==> config.mk <==
export PLATFORM = sky130hd
export DESIGN_NAME = burst_addr_gen
export DESIGN_NICKNAME = d
export VERILOG_FILES = /design/src/rtl/burst_addr_gen.sv
export SDC_FILE = /design/constraint.sdc
export NUM_CORES = 1
export LEC_CHECK = 0
export CAP_MARGIN = 5
export CELL_PAD_IN_SITES_DETAIL_PLACEMENT = 1
export CELL_PAD_IN_SITES_GLOBAL_PLACEMENT = 2
export CORE_MARGIN = 4
export CORE_UTILIZATION = 22
export DETAILED_ROUTE_END_ITERATION = 8
export GPL_TIMING_DRIVEN = 0
export HOLD_SLACK_MARGIN = 0.06
export PLACE_DENSITY = 0.73
export RECOVER_POWER = 100
export SYNTH_ARGS = -nofsm -noshare
export SYNTH_HDL_FRONTEND = slang
export SYNTH_SLANG_ARGS = --single-unit
==> constraint.sdc <==
create_clock -name clk -period 0.9 [get_ports clk]
set_input_delay 0.225 -clock clk [delete_from_list [all_inputs] [get_ports clk]]
set_output_delay 0.225 -clock clk [all_outputs]
set_load 0.01 [all_outputs]
==> src/rtl/burst_addr_gen.sv <==
module burst_addr_gen #(
  parameter int AW = 15,
  parameter int BW = 2
) (
  input  logic          clk,
  input  logic          rst_n,
  input  logic          ce_n,
  input  logic          ctl_stb_n,
  input  logic          cpu_stb_n,
  input  logic          adv_n,
  input  logic          interleave,
  input  logic [AW-1:0] addr_in,
  output logic [AW-1:0] cur_addr,
  output logic [BW-1:0] beat
);
  localparam int HI = AW - BW;

  logic          take;
  logic [AW-1:0] base_q;
  logic [BW-1:0] cnt_q;
  logic [BW-1:0] low;

  assign take = !ctl_stb_n || (!cpu_stb_n && !ce_n);

  always_ff @(posedge clk or negedge rst_n) begin
    if (!rst_n) begin
      base_q <= '0;
      cnt_q  <= '0;
    end else if (take) begin
      base_q <= addr_in;
      cnt_q  <= '0;
    end else if (!adv_n) begin
      cnt_q  <= cnt_q + 1'b1;
    end
  end

  assign low      = interleave ? (base_q[BW-1:0] ^ cnt_q) : (base_q[BW-1:0] + cnt_q);
  assign cur_addr = {base_q[AW-1:BW], low};
  assign beat     = cnt_q;

  logic [HI-1:0] unused_hi;
  assign unused_hi = base_q[AW-1:BW];
endmodule

==> results.yml, run 1 <==
pwr:
  clkPwrFrac_pct: 25.8
  combPwrFrac_pct: 33.0
  p_switching_mw: 0.524
  p_per_area_nw_per_um2: 1410
  swShare_pct: 24.1
  total_power_mw: 2.18
  ir_drop_uv: 683
  seqPwrFrac_pct: 41.3
  power.leakage_nw: 0.718
  p_int_mw: 1.65
global_routing:
  grt_pass1_vias: 725
  grt_max_degree: 18
  grt_use_total_pct: 8.98
  antenna_found_initial: 0
  grt_pass1_wl_um: 3470
  grt_overflow: 0
synth:
  yosysWarningCount: 0
  synth_top_area_cell: "dfrtp_1"
  syn_inst: 57
  synth_simple_gate_area_share_pct: 3.32
  synth_cell_types: 12
  synth-xor-area-share_pct: 3.17
  synth_top_area_share_pct: 51.4
  syn_nets: 80
  yosys_register_bits: 17
  synth_top_family_by_area: "multiplexers"
  syn_area_um2: 828
  synthMuxAreaShare_pct: 24.0
  synthAdderAreaFrac_pct: 1.51
  synth_area_leaders: "dfrtp_1 (51%), mux2_4 (15%), buf_4 (12%)"
  syn_avg_cell_area_um2: 14.5
  ys_seq_area_share_pct: 51.4
  synth-compound-area-share_pct: 1.96
drt:
  ant_nets: 0
  routed.top_layer: "met3"
  wl_met2_um: 1080
  drc_errors: 0
  num_vias: 601
  wirelength_um: 2050
  first_pass_iters: 2
  post_drt_wl_per_cell_um: 13.1
  drt-met1-wl_um: 791
  wl_met3_um: 182
  drt_iter0_markers: 2
  via_per_inst: 3.85
critical_path:
  critPathRequiredTime_ps: 670
  endpoint_kind: "output pin"
  critPathLaunchType: "register"
  cpPeakStageDelay_ps: 430
  critPathTopFamily: "flip-flops"
  critPathMaxFanout: 2
  crit_slowest_cell: "dfrtp_2"
  critical_path_class: "register to output pin"
  crit_buf_inv: 1
  cp_cell_sequence: "ha_4 > nor2b_4 > xnor2_2 > buf_2"
  crit_arrival_ps: 1220
timing:
  hold_viol: 0
  setup_violations: 32
  finalCriticalPeriod_ps: 1440
  holdWs_ps: 90.1
  fmax_ghz: 0.694
  totalNegativeSetupSlack_ps: -4890
  setup_ws_ps: -541
  slew_viol_final: 0
  fin_crit_sh_pct: 160
  worst_pin_slew_ps: 937
  relSlewSlack_pct: 37.5
  skew_ps: 0.0359
  rsz0062_at_grt: "true"
clock_network:
  clock_sinks: 17
  clk_transition_reported_paths_ps: 70
  tritoncts: "done"
  cts_buffers: 3
  root_buffer: "clkbuf_8"
  clockBufferDepth: 2
  htreeDepth: 1
  ctsHoldBuffers: 0
  clkLatencyLatePin_ps: 250
floorplanning:
  start_util_pct: 22.6
  rows: 22
  fp.dieArea_um2: 4810
  die_h_um: 69.4
  fp.dieW_um: 69.4
  boundaryPins: 39
  fp.coreArea_um2: 3660
placement:
  portBuffers: 38
  placedCellCount: 143
  dp_slack_ps: -813
  place_hpwl_um: 1380
  place.gp.congestion: 0.680
final_layout:
  drive_above_1_share_pct: 66.7
  instances_no_fill: 156
  final_cell_mix: "buf_6 (29), clkdlybuf4s50_1 (17), dfrtp_1 (16)"
  syn_to_final_growth_pct: 86.0
  final_common_cell: "buf_6"
  final_nets: 132
  diodes: 0
run_status:
  outcome: "finished with violations"
  violations: "setup timing"
worst_hold_path:
  hold_path.class: "input port to async pin"
job:
  maxCapViolations: 0
[sequential cells by signal, summed over array words and instances, names as in the netlist]
register and cells:
beat 2, base_q 15
[kinds of logic (layout without fill, tap and decap cells)]
kind of cell             after synthesis  in the layout
adder cells (fa/ha/maj)                1              1
XOR/XNOR                               3              3
flip-flops                            17             17
AO/OA/AOI/OAI                          1              1
multiplexers                          15             15
AND/OR/NAND/NOR                        5              5
buffers and inverters                 15             66
[stage by stage]
stage,utilization (%),area [um2]
6_report,42.1,1540
5_1_grt,42.1,1540
4_1_cts,42.6,1560
3_5_place_dp,36.0,1320
3_3_place_gp,36.0,1320
2_1_floorplan,-,877
[final cells by class]
cell class,count,area [um2]
fillers,403,2120
repair buffers,53,549
flip-flops and latches,17,427
multi-input cells,25,348
plain buffers,9,110
well taps,48,60.1
clock buffers,3,41.3
clock inverters,1,5.00
[worst register-to-register path, stage by stage (launching register included)]
cell,delay [ps]
dfrtp_2,430
buf_4,140
buf_6,110
nor2b_4,130
xnor2_2,120
nor2_1,50
[worst paths after layout]
kind,startpoint,endpoint,slack [ps],cells after the start
max in group asynchronous,rst_n,beat[0],180,1
min in group clk,cpu_stb_n,base_q[1],490,4
hold reg to reg,base_q[14],base_q[14],540,1
hold / removal,rst_n,base_q[5],90,1
setup reg to reg,beat[0],beat[1],-190,5
setup / recovery,beat[0],cur_addr[1],-540,4
[cells in the mapped netlist]
library cell,count
buf_12,1
mux2_4,8
buf_4,13
nor2_1,1
ha_1,1
dfrtp_1,17
mux2_2,7
nor2b_1,3
xnor2_1,3
nor3_1,1
o21ai_4,1
clkbuf_1,1
[timing repair]
item	in CTS	in global routing
cloned	1	0
resized for setup	113	8
pin swaps	2	2
setup endpoints to repair	51	28
setup buffers	14	3
endpoints found under the hold margin	0	0
[metal layers]
layer,vias to the layer above,track usage [%]
met2,30,15.7
li1,276,-
met5,-,0
met1,295,10.1
met3,0,4.78
met4,0,0.651
[power groups by stage]
stage	Clock (mW)	Combinational, mW	Sequential, mW
after floorplan	0	0.314	0.890
after global placement	0	0.602	0.897
after detailed placement	0	0.611	0.900
after CTS	0.597	0.752	0.897
after global routing	0.630	0.764	0.910
final	0.561	0.717	0.898
Power figures use the tool's default switching activity.
==> run 2, diff against run 1 <==
- CORE_UTILIZATION: 22 -> 25
- GPL_ROUTABILITY_DRIVEN: unset -> 1
- PLACE_DENSITY: 0.73 -> 0.79
- clock period: 0.9 -> 1.34 ns (I/O delays scaled with it)
==> run 2 against run 1 <==
- the flow still finishes with violations (setup timing)
- critical endpoint unchanged
- worst setup slack better by 280 ps
- clock skew grew 5.1 ps
- largest cell class unchanged
- die area is 11% lower
- non-clock buffer count unchanged
- cell count fell by 2.6%
- clock power is 49% lower
- sequential share of layout area is 6.1 points higher
- critical path depth is the same
==> results.yml, run 2 (synthesis gave the netlist of run 1 again) <==
drt:
  first_pass_iters: 4
  num_vias: 595
  ant_nets: 0
  drt_iter0_markers: 7
  drc_errors: 0
  wirelength_um: 2070
  post_drt_wl_per_cell_um: 13.6
  via_per_inst: 3.91
final_layout:
  syn_to_final_growth_pct: 51.8
  final_nets: 132
  largest_reg_flops: 15
  regMostFlops: "base_q"
  diodes: 0
  final_common_cell: "clkdlybuf4s50_1"
  drive_above_1_share_pct: 52.8
  final_cell_mix: "clkdlybuf4s50_1 (18), buf_4 (17), dfrtp_1 (17)"
  instances_no_fill: 152
global_routing:
  grt_pass1_vias: 665
  top_usage_layer: "met2"
  grt_overflow: 0
  antenna_found_initial: 0
  met3_usage_pct: 2.05
  grt_pass1_wl_um: 3280
  grt_max_degree: 18
  grt_use_met1_pct: 11.4
  grt_use_total_pct: 10.3
  grt_use_met2_pct: 18.0
timing:
  rsz0062_at_grt: "true"
  fin_crit_sh_pct: 119
  fmax_ghz: 0.626
  setup_ws_ps: -257
  slew_viol_final: 0
  worst_pin_slew_ps: 798
  hold_viol: 0
  skew_ps: 5.18
  finalCriticalPeriod_ps: 1600
  setup_violations: 2
  relSlewSlack_pct: 46.6
critical_path:
  timing.reg2reg.setup_slack_ps: 300
  endpoint_kind: "output pin"
  r2r_start: "beat[0]"
  critical_path_class: "register to output pin"
  critPathRequiredTime_ps: 1000
  rr_worst_depth: 4
  critPathLaunchType: "register"
  crit_arrival_ps: 1260
  timing.rr.end: "beat[1]"
  critPathMaxFanout: 2
floorplanning:
  rows: 20
  die_h_um: 65.6
  fp.dieArea_um2: 4300
  fp.coreArea_um2: 3100
  boundaryPins: 39
  start_util_pct: 26.7
  fp.dieW_um: 65.6
placement:
  dp_slack_ps: -577
  placedCellCount: 139
  place_hpwl_um: 1450
  portBuffers: 38
  place.gp.congestion: 0.629
clock_network:
  clockBufferDepth: 2
  cts_buffers: 3
  ctsHoldBuffers: 0
  clk_transition_reported_paths_ps: 100
  root_buffer: "clkbuf_4"
  clock_sinks: 17
  htreeDepth: 1
  tritoncts: "done"
  clkLatencyLatePin_ps: 300
worst_hold_path:
  hold_path.class: "register to register"
  hold-path-cell-count: 1
  hold_path_end: "base_q[9]"
  min-delay-start: "base_q[9]"
pwr:
  p_per_area_nw_per_um2: 977
  ir_drop_uv: 344
  power.leakage_nw: 0.607
run_status:
  outcome: "finished with violations"
  violations: "setup timing"
job:
  maxCapViolations: 0
[run 2: cell count changes in the layout (fill, tap and decap cells not counted), sizes merged]
cell           previous run  this run
buf                      43        25
clkbuf                    4        20
clkdlybuf4s15             1         0
clkdlybuf4s50            17        18
clkinv                    1         0
dlygate4sd3               0         1
dlymetal6s2s              0         2
[run 2: worst max path at each step]
stage                    start     endpoint  slack [ps]  cells past startpoint
floorplan              beat[0]  cur_addr[1]          40                      3
global placement    interleave  cur_addr[1]        -540                      4
detailed placement  interleave  cur_addr[1]        -580                      4
CTS                    beat[0]  cur_addr[1]        -290                      4
global route         base_q[0]  cur_addr[1]        -330                      4
finish                 beat[0]  cur_addr[1]        -260                      4
[run 2: cell type report]
cell class              instances  area [um2]
well taps                      44        55.1
clock buffers                   4        26.3
fillers                       373        1850
multi-input cells              25         277
plain buffers                  14         103
flip-flops and latches         17         425
repair buffers                 48         372
[run 2: critical path: stages (launching register included)]
cell	delay, ps
dfrtp_1	400
ha_2	170
nor2b_4	120
xnor2_1	120
buf_2	150
[run 2: through the flow]
stage	utilization (%)	setup TNS [ps]	power, mW	instance area [um2]	hold WS (ps)
after floorplan	-	0	0.786	828	39.4
after global placement	40.7	-6810	0.980	1260	491
after detailed placement	40.7	-7760	0.992	1260	502
after CTS	41.1	-524	1.26	1270	519
after global routing	40.5	-533	1.30	1260	549
final	40.5	-373	1.23	1260	522
[run 2: layer usage]
layer / vias to the layer above / share of wire (%)
met5: - / 0
met4: 0 / 1.5
met3: 3 / 4.2
met2: 19 / 55
met1: 291 / 39
li1: 282 / -
[run 2: repair_timing]
action	CTS	global route
setup endpoints to repair	25	18
endpoints found under the hold margin	0	0
setup buffers	8	1
resized for setup	71	6
pin swaps	3	2
cloned	0	1
[run 2: power by group]
part           total, mW  switching (mW)  internal [mW]
Sequential         0.590          0.0286          0.562
Clock              0.285           0.169          0.116
Combinational      0.353           0.124          0.229
Total               1.23           0.322          0.906
